### src/rtl/i2c_bt_pkg.sv
package i2c_bt_pkg;
  typedef enum logic [1:0] {
    CMD_START = 2'd0,
    CMD_STOP  = 2'd1,
    CMD_WRITE = 2'd2,
    CMD_READ  = 2'd3
  } bt_cmd_e;

  typedef enum logic [1:0] {
    PH_IDLE = 2'd0,
    PH_LOW  = 2'd1,
    PH_HIGH = 2'd2,
    PH_EDGE = 2'd3
  } bt_phase_e;

  localparam logic [1:0] SPD_FAST = 2'd1;
endpackage

### src/rtl/i2c_bt_period.sv
module i2c_bt_period
  import i2c_bt_pkg::*;
#(
  parameter int BAUD_W = 16,
  parameter int CFG_W  = 2 * BAUD_W
) (
  input  logic [CFG_W-1:0]  baud_cfg,
  input  logic [1:0]        speed_mode,
  output logic [BAUD_W-1:0] unit_len,
  output logic [BAUD_W:0]   data_low_len
);
  localparam logic [BAUD_W-1:0] MIN_UNIT = BAUD_W'(2);

  logic [BAUD_W-1:0] raw_unit;
  logic              unused_hi_cfg;

  assign raw_unit      = baud_cfg[BAUD_W-1:0];
  assign unused_hi_cfg = ^baud_cfg[CFG_W-1:BAUD_W];

  // a unit below two cycles would leave no room for the SDA setup step
  assign unit_len = (raw_unit < MIN_UNIT) ? MIN_UNIT : raw_unit;

  // fast mode doubles the low phase; every other code uses the standard 1:1 split
  always_comb begin
    if (speed_mode == SPD_FAST) data_low_len = {unit_len, 1'b0};
    else                        data_low_len = {1'b0, unit_len};
  end
endmodule

### src/rtl/i2c_bt_seq.sv
module i2c_bt_seq
  import i2c_bt_pkg::*;
#(
  parameter int BAUD_W  = 16,
  parameter int SETUP_W = 8
) (
  input  logic               clk,
  input  logic               rst_n,
  input  logic               enable,
  input  logic [BAUD_W-1:0]  unit_len,
  input  logic [BAUD_W:0]    data_low_len,
  input  logic [SETUP_W-1:0] setup_cycles,
  input  logic               scl_in,
  input  logic               sda_in,
  input  logic               req_valid,
  input  logic [1:0]         req_cmd,
  input  logic               req_bit,
  output logic               req_ready,
  output logic               scl_drive_low,
  output logic               sda_drive_low,
  output logic               bit_done,
  output logic               rx_bit,
  output logic               phase_edge
);
  localparam int CW = BAUD_W + 1;

  bt_phase_e          phase_q, phase_d;
  bt_cmd_e            cmd_q, cmd_d;
  logic               bit_q, bit_d;
  logic [CW-1:0]      cnt_q, cnt_d, cnt_inc;
  logic [SETUP_W-1:0] scnt_q, scnt_d;
  logic               scl_q, scl_d;
  logic               sda_q, sda_d;
  logic               rx_q, rx_d;
  logic               done_q, done_d;

  logic [CW-1:0] unit_ext, half_pt, low_target;
  logic          data_cmd;
  logic          sda_first;

  assign unit_ext   = {1'b0, unit_len};
  assign half_pt    = unit_ext >> 1;
  assign cnt_inc    = cnt_q + CW'(1);
  assign data_cmd   = (cmd_q == CMD_WRITE) || (cmd_q == CMD_READ);
  assign low_target = data_cmd ? data_low_len : unit_ext;

  // SDA level chosen for the clock-low phase of each request
  always_comb begin
    case (cmd_q)
      CMD_STOP:  sda_first = 1'b1;
      CMD_WRITE: sda_first = ~bit_q;
      default:   sda_first = 1'b0;
    endcase
  end

  always_comb begin
    phase_d = phase_q;
    cmd_d   = cmd_q;
    bit_d   = bit_q;
    cnt_d   = cnt_q;
    scnt_d  = scnt_q;
    scl_d   = scl_q;
    sda_d   = sda_q;
    rx_d    = rx_q;
    done_d  = 1'b0;
    if (!enable) begin
      phase_d = PH_IDLE;
      cnt_d   = '0;
      scnt_d  = '0;
      scl_d   = 1'b0;
      sda_d   = 1'b0;
    end else begin
      case (phase_q)
        PH_IDLE: begin
          if (req_valid) begin
            cmd_d   = bt_cmd_e'(req_cmd);
            bit_d   = req_bit;
            phase_d = PH_LOW;
            cnt_d   = '0;
            scl_d   = 1'b1;
          end
        end
        PH_LOW: begin
          cnt_d = cnt_inc;
          // SDA moves one cycle after SCL has gone low
          if (cnt_q == '0) sda_d = sda_first;
          if (cnt_inc == low_target) begin
            phase_d = PH_HIGH;
            cnt_d   = '0;
            scnt_d  = '0;
            scl_d   = 1'b0;
          end
        end
        PH_HIGH: begin
          if (!scl_in) begin
            scnt_d = setup_cycles;
          end else if (scnt_q != '0) begin
            scnt_d = scnt_q - SETUP_W'(1);
          end else begin
            cnt_d = cnt_inc;
            if (data_cmd && (cnt_q == half_pt)) rx_d = sda_in;
            if (cnt_inc == unit_ext) begin
              cnt_d = '0;
              if (data_cmd) begin
                phase_d = PH_IDLE;
                done_d  = 1'b1;
              end else begin
                phase_d = PH_EDGE;
                sda_d   = (cmd_q == CMD_START);
              end
            end
          end
        end
        default: begin
          cnt_d = cnt_inc;
          if (cnt_inc == unit_ext) begin
            cnt_d   = '0;
            phase_d = PH_IDLE;
            done_d  = 1'b1;
          end
        end
      endcase
    end
  end

  always_ff @(posedge clk or negedge rst_n) begin
    if (!rst_n) begin
      phase_q <= PH_IDLE;
      cmd_q   <= CMD_START;
      bit_q   <= 1'b0;
      cnt_q   <= '0;
      scnt_q  <= '0;
      scl_q   <= 1'b0;
      sda_q   <= 1'b0;
      rx_q    <= 1'b0;
      done_q  <= 1'b0;
    end else begin
      phase_q <= phase_d;
      cmd_q   <= cmd_d;
      bit_q   <= bit_d;
      cnt_q   <= cnt_d;
      scnt_q  <= scnt_d;
      scl_q   <= scl_d;
      sda_q   <= sda_d;
      rx_q    <= rx_d;
      done_q  <= done_d;
    end
  end

  assign req_ready     = enable && (phase_q == PH_IDLE);
  assign scl_drive_low = scl_q;
  assign sda_drive_low = sda_q;
  assign bit_done      = done_q;
  assign rx_bit        = rx_q;
  assign phase_edge    = (phase_q == PH_EDGE);
endmodule

### src/rtl/i2c_bit_timer.sv
module i2c_bit_timer #(
  parameter int BAUD_W  = 16,
  parameter int CFG_W   = 2 * BAUD_W,
  parameter int SETUP_W = 8
) (
  input  logic               clk,
  input  logic               rst_n,
  input  logic               enable,
  input  logic [1:0]         speed_mode,
  input  logic [CFG_W-1:0]   baud_cfg,
  input  logic [SETUP_W-1:0] setup_cycles,
  input  logic               scl_in,
  input  logic               sda_in,
  output logic               scl_drive_low,
  output logic               sda_drive_low,
  input  logic               req_valid,
  input  logic [1:0]         req_cmd,
  input  logic               req_bit,
  output logic               req_ready,
  output logic               bit_done,
  output logic               rx_bit
);
  logic [BAUD_W-1:0] unit_len;
  logic [BAUD_W:0]   data_low_len;
  logic              phase_edge;

  i2c_bt_period #(.BAUD_W(BAUD_W), .CFG_W(CFG_W)) u_period (
    .baud_cfg     (baud_cfg),
    .speed_mode   (speed_mode),
    .unit_len     (unit_len),
    .data_low_len (data_low_len)
  );

  i2c_bt_seq #(.BAUD_W(BAUD_W), .SETUP_W(SETUP_W)) u_seq (
    .clk           (clk),
    .rst_n         (rst_n),
    .enable        (enable),
    .unit_len      (unit_len),
    .data_low_len  (data_low_len),
    .setup_cycles  (setup_cycles),
    .scl_in        (scl_in),
    .sda_in        (sda_in),
    .req_valid     (req_valid),
    .req_cmd       (req_cmd),
    .req_bit       (req_bit),
    .req_ready     (req_ready),
    .scl_drive_low (scl_drive_low),
    .sda_drive_low (sda_drive_low),
    .bit_done      (bit_done),
    .rx_bit        (rx_bit),
    .phase_edge    (phase_edge)
  );
endmodule

### config.mk
export PLATFORM = sky130hd
export DESIGN_NAME = i2c_bit_timer
export DESIGN_NICKNAME = d
export VERILOG_FILES = /design/src/rtl/i2c_bt_pkg.sv /design/src/rtl/i2c_bt_period.sv /design/src/rtl/i2c_bt_seq.sv /design/src/rtl/i2c_bit_timer.sv
export SDC_FILE = /design/constraint.sdc
export NUM_CORES = 1
export LEC_CHECK = 0
export BUFFER_PORTS_ARGS = -buffer_cell sky130_fd_sc_hd__buf_2
export CORE_MARGIN = 4
export CORE_UTILIZATION = 50
export CTS_CLUSTER_SIZE = 10
export DETAILED_ROUTE_END_ITERATION = 6
export PLACE_DENSITY_LB_ADDON = 0.05
export SLEW_MARGIN = 5
export SYNTH_ARGS = -nofsm -noshare
export SYNTH_HDL_FRONTEND = slang
export SYNTH_SLANG_ARGS = --single-unit
### constraint.sdc
create_clock -name clk -period 3.05 [get_ports clk]
set_input_delay 0.61 -clock clk [delete_from_list [all_inputs] [get_ports clk]]
set_output_delay 0.61 -clock clk [all_outputs]
set_load 0.02 [all_outputs]
---- Yosys cells after proc, flatten, opt, wreduce, memory -nomap -nowiden ----
Cells that the tools add are included.
operators by class
  add/subtract/negate cells ............... 2
  $lt $le $gt $ge ......................... 1
  equal/unequal tests ..................... 20
  mux-type cells .......................... 43
  bitwise gates (word level) .............. 2
  reductions and logical operators ........ 15
operators with widths
  kind                                                 count
  two-way mux 17 bit                                   8
  one-hot mux 17 bit (3 select lines)                  1
  two-way mux 8 bit                                    4
  adder 17 x 1 -> 17 bit, second input constant        1
  == test 17 x 15 -> 1 bit                             1
  == test 17 x 16 -> 1 bit                             1
  == test 17 bit                                       1
  logical NOT 17 bit                                   1
  < comparator 16 x 2 -> 1 bit, second input constant  1
  two-way mux 16 bit                                   1
  two-way mux 2 bit                                    8
  one-hot mux 8 bit (2 select lines)                   1
  two-way mux 1 bit                                    15
  != test 3 bit, second input constant                 4
  AND reduction 3 bit                                  4
  AND reduction 6 bit                                  2
  != test 3 x 2 -> 1 bit, second input constant        3
  one-hot mux 1 bit (2 select lines)                   4
  nonzero test 8 bit                                   1
  subtractor 8 x 1 -> 8 bit, second input constant     1
  == test 2 x 1 -> 1 bit, second input constant        3
  == test 2 bit, second input constant                 3
  != test 3 x 1 -> 1 bit, second input constant        2
  one-hot mux 2 bit (3 select lines)                   1
  8 further kinds                                      11
storage, ports and cells
  bits in registers ....................... 34
  input port bits ......................... 51
  output and inout port bits .............. 5

---- Longest topological paths before layout ----
  word-level depth ........................ 8
  depth in mapped cells ................... 14

---- By module ----
From an unflattened synthesis, not the netlist that was laid out.
unflattened totals
  cells, all modules ...................... 542
  area total of the unflattened synthesis .. 4,389.2 sq um
by module, submodules not included
  module         times used  cells an instance  area an instance (sq um)
  i2c_bt_seq     1           498                4,006.3
  i2c_bt_period  1           44                 382.9

---- Worst setup path before layout ----
No wires, ideal clock.
  path type ............................... in2reg
  start ................................... input port baud_cfg[15]
  end ..................................... register u_seq.cnt_q[14]
  library setup time ...................... 0.124 ns
  arrival time ............................ 2.922 ns
  path slack .............................. 0.004 ns
  stages on the path ...................... 11
  path buffers ............................ 2
  path through ............................ buf_2 > nor4_2 > a41o_1 > mux2_2 > nor4_1 > and4b_1 > nand4_4 > a32oi_2 > buf_6 > nor4_1 > a211o_1
on the way
  cells in the longest elaborated chain, start to end .. 8
  elaborated cells on any way between the ends .. 12
ends and longest elaborated chain
  what                                                                   line                                                       source
  start: declaration                                                     i2c_bit_timer.sv:10                                        input logic [CFG_W-1:0] baud_cfg,
  < comparator 16 x 2 -> 1 bit                                           i2c_bt_period.sv:21                                        assign unit_len = (raw_unit < MIN_UNIT) ? MIN_UNIT : raw_unit;
  two-way mux 16 bit *                                                   i2c_bt_period.sv:21
  == test 17 x 16 -> 1 bit / two-way mux 17 bit (equally long branches)  i2c_bt_seq.sv:102, i2c_bt_seq.sv:116, i2c_bt_period.sv:25
  two-way mux 17 bit (on tied branches)                                  i2c_bt_seq.sv:102, i2c_bt_seq.sv:116, i2c_bt_seq.sv:45
  two-way mux 17 bit / == test 17 bit (equally long branches)            i2c_bt_seq.sv:97, i2c_bt_seq.sv:87
  two-way mux 17 bit (on tied branches)                                  i2c_bt_seq.sv:95, i2c_bt_seq.sv:87
  one-hot mux 17 bit (3 select lines) *                                  i2c_bt_seq.sv:73                                           case (phase_q)
  two-way mux 17 bit *                                                   i2c_bt_seq.sv:66                                           if (!enable) begin
  end signal: assignment                                                 i2c_bt_seq.sv:141                                          cnt_q <= cnt_d;
  end: declaration                                                       i2c_bt_seq.sv:30                                           logic [CW-1:0] cnt_q, cnt_d, cnt_inc;
Every way passes the cells marked *; elsewhere a longest branch is shown, timed or not. The select of a mux whose other input is x is not followed.
A chain may end at the register's enable or synchronous reset.

---- Worst setup path in the final report ----
  start ................................... register u_seq.cnt_q[1]
  end ..................................... register u_seq.cnt_q[2]
on the way
  cells in the longest elaborated chain, start to end .. 7
  elaborated cells on any way between the ends .. 9
ends and longest elaborated chain
  what                                   line                                  source
  adder 17 x 1 -> 17 bit *               i2c_bt_seq.sv:43                      assign cnt_inc = cnt_q + CW'(1);
  == test 17 x 16 -> 1 bit               i2c_bt_seq.sv:102, i2c_bt_seq.sv:116
  two-way mux 17 bit                     i2c_bt_seq.sv:102, i2c_bt_seq.sv:116
  two-way mux 17 bit                     i2c_bt_seq.sv:97                      end else if (scnt_q != '0) begin
  two-way mux 17 bit                     i2c_bt_seq.sv:95                      if (!scl_in) begin
  one-hot mux 17 bit (3 select lines) *  i2c_bt_seq.sv:73
  two-way mux 17 bit *                   i2c_bt_seq.sv:66
Marked as above.

==> summary.txt <==
Routing
  • Residual DRC: 0
  • Final wirelength: 11110 microns
  • Routed len/inst: 17.39 microns
  • Initial DRT Pass Iterations: 5
  • Post-route ant nets: 0
  • Drt initial violations: 232
  • Vias/cell: 5.723
  • DR vias: 3657

Status
  • Failing checks: setup timing
  • Outcome: complete, but fails checks

Worst setup path
  • CP startpoint kind: flop
  • WS Path Type: reg2reg
  • Crit end category: flop
  • R2R Setup Slk: -90 ps
  • CP required: 3220 ps
  • Worst EP arrival: 3310 ps
  • Crit path max fanout: 6

STA
  • RSZ-0062 raised after global routing: true
  • Final setup margin: -91.98 ps
  • Clock Skew: 2.150 ps
  • Worst Tran Pin Value: 770.9 ps
  • Final setup viols: 11
  • Final Cycle Share: 1.030
  • Max Clk Rate: 0.3183 GHz
  • Tmin final: 3142 ps
  • Relative max-transition margin: 0.4860
  • Setup TNS: -619.7 ps
  • Final hold violation count: 0
  • Slew Viols, Final: 0

Yosys
  • Sequential share of the synthesized area: 0.2405
  • Post-synthesis async set-or-reset flop share: 1.000
  • Post-synthesis net count: 482
  • Warnings, synthesis: 0
  • Synth Instances: 424
  • Post-Syn Area: 3537 sq um
  • Number of flops mapped to enable cells by yosys: 0
  • FF+latch count, synth: 34
  • Predominant post-synthesis flop cell: dfrtp_1
  • Synth cell types: 68
  • Syn_area_per_cell: 8.342 sq um

Power
  • Cell Pwr Density: 240.4 nW/um^2
  • Leak Pwr: 2.084 nW
  • Worst VDD drop: 267.5 uV

Job
  • Max-Cap Viols: 0

Place
  • Final GP Congestion: 0.9306
  • Placed wire-length estimate: 8436 microns
  • Placed Area: 4290 sq um
  • PortBufs: 39
  • Place WS: -453.9 ps

Clock network
  • Clock Root Buffer: clkbuf_8
  • Clk Latency, worst-skew pair: 280 ps
  • Max Buffers Root-to-Sink: 2
  • Cts bufs inserted: 5
  • CTS sink count: 34
  • Worst-path clk slew: 70 ps
  • Clock tree from TritonCTS: built
  • Cts hold-fix bufs: 0
  • Htree depth: 2

Finish
  • Synth-to-layout area growth: 33.11%
  • Commonest non-fill, non-tap cell in the layout: buf_4
  • Post-route cell area: 4708 sq um
  • Fin util: 0.6892
  • Layout cell share with drive strength beyond 1: 0.3775
  • Layout Nets: 601
  • Commonest cells after routing, fill and taps aside: buf_4, buf_2, nand2_1, xnor2_1, dfrtp_1
  • # diodes: 0
  • Fillcell total: 603

Global routing
  • Vias in the first global route: 3590
  • Pin count of the biggest net entering global routing: 35
  • All-Layer GR Usage: 0.2636
  • Gr ovfl total: 0
  • Initial antenna violation count: 0
  • First-pass GRT wire length: 17760 microns

Floorplanning
  • Standard-cell rows: 30
  • Die width: 92.11 microns
  • Starting Density: 0.5178
  • Core area: 6832 sq um
  • Die height: 92.11 microns
  • Die Area: 8484 sq um
  • Ports: 56

Hold path
  • Hold Crit Class: in2async
[worst max-delay path, stage by stage (launching register included)]
cell and delay [ps]:
dfrtp_1 430, ha_4 180, nand4_4 170, nor4_4 410, xor2_2 190, buf_4 170
nand3b_1 190, nor4_2 150, nand4_1 200, and2_4 240, a32oi_2 220, buf_4 170
nor3b_1 50, a211o_1 260
[layout make-up]
class                      count  area (sq um)  area share
timing repair buffer         137         930.9      0.1977
clock buffer                   5         68.82     0.01462
sequential                    34         853.3      0.1812
clock inverter                 2         10.01    0.002126
inverter                      21         78.83     0.01674
tap                           96         120.1     0.02551
multi-input combinational    344          2646      0.5621
[cell usage after synthesis (all sizes together), types with 3 or more instances]
| cell type | number | area share |
|---|---|---|
| a211o | 5 | 0.012 |
| a21o | 3 | 0.0064 |
| a21oi | 15 | 0.021 |
| a31oi | 5 | 0.011 |
| and2 | 3 | 0.0060 |
| buf | 19 | 0.035 |
| clkbuf | 8 | 0.0085 |
| dfrtp | 34 | 0.24 |
| ha | 7 | 0.025 |
| inv | 20 | 0.021 |
| mux2 | 4 | 0.013 |
| mux2i | 9 | 0.025 |
| nand2 | 37 | 0.039 |
| nand2b | 6 | 0.011 |
| nand3 | 17 | 0.029 |
| nand3b | 3 | 0.0064 |
| nand4 | 13 | 0.033 |
| nor2 | 23 | 0.024 |
| nor2b | 9 | 0.016 |
| nor3 | 12 | 0.020 |
| nor3b | 9 | 0.019 |
| nor4 | 20 | 0.055 |
| o211ai | 4 | 0.0085 |
| o21ai | 37 | 0.052 |
| o22ai | 5 | 0.0088 |
| o2bb2ai | 3 | 0.0074 |
| o31a | 3 | 0.0074 |
| o31ai | 3 | 0.0064 |
| or2 | 4 | 0.0078 |
| or3 | 3 | 0.0053 |
| or4 | 4 | 0.0085 |
| xnor2 | 36 | 0.089 |
| xor2 | 15 | 0.039 |
[final timing paths]
kind	from	endpoint	cells past startpoint
max reg2reg	u_seq.cnt_q[1]$_DFFE_PN0P_	u_seq.cnt_q[2]$_DFFE_PN0P_	13
min	rst_n	u_seq.cnt_q[3]$_DFFE_PN0P_	1
min in group clk	u_seq.rx_bit$_DFFE_PN0P_	u_seq.rx_bit$_DFFE_PN0P_	1
max in group asynchronous	rst_n	u_seq.cnt_q[5]$_DFFE_PN0P_	1
max	u_seq.cnt_q[1]$_DFFE_PN0P_	u_seq.cnt_q[2]$_DFFE_PN0P_	13
min reg2reg	u_seq.rx_bit$_DFFE_PN0P_	u_seq.rx_bit$_DFFE_PN0P_	1
[sequential cells by signal (all words and copies together) (netlist names)]
register and flops:
u_seq.phase_q 2, u_seq.scl_drive_low 1, u_seq.rx_bit 1, u_seq.scnt_q 8
u_seq.cmd_q 2, u_seq.sda_drive_low 1, u_seq.bit_q 1, u_seq.cnt_q 17
u_seq.bit_done 1
[timing repair]
action,4_1_cts,5_1_grt
endpoints found under the hold margin,0,0
pin swaps,6,16
cloned,1,1
buffers inserted,5,14
resized for setup,12,31
setup endpoints to repair,20,25
[cell families after synthesis]
family / count (synthesis) / synth area share
simple gates: 171 / 0.2996
compound gates: 97 / 0.1829
xor+xnor: 54 / 0.1479
buf+inv: 48 / 0.06615
flops: 34 / 0.2405
mux: 13 / 0.03820
fa+ha+maj: 7 / 0.02476
[metrics by stage]
step / total power [mW] / std cells / hold WS [ps]
global route: 1.200 / 639 / 451.5
finish: 1.132 / 639 / 395.2
floorplan: 0.6569 / 424 / 314.4
CTS: 1.126 / 624 / 433.0
global placement: 0.7881 / 611 / 480.5
detailed placement: 0.7945 / 611 / 502.3
[power breakdown]
| group | total, mW | switching (mW) | internal [mW] |
|---|---|---|---|
| combinational | 0.347 | 0.186 | 0.160 |
| clock | 0.310 | 0.157 | 0.153 |
| sequential | 0.475 | 0.0122 | 0.463 |
| total | 1.13 | 0.356 | 0.776 |
[metal layers]
metal / wire [microns] / global-route usage / vias to the layer above
met3: 582 / 0.03199 / 19
met5: 0 / 0 / -
li1: - / - / 1786
met1: 4635 / 0.3291 / 1733
met2: 5671 / 0.4659 / 119
met4: 223 / 0.09282 / 0
(Power assumes the default switching activity.)
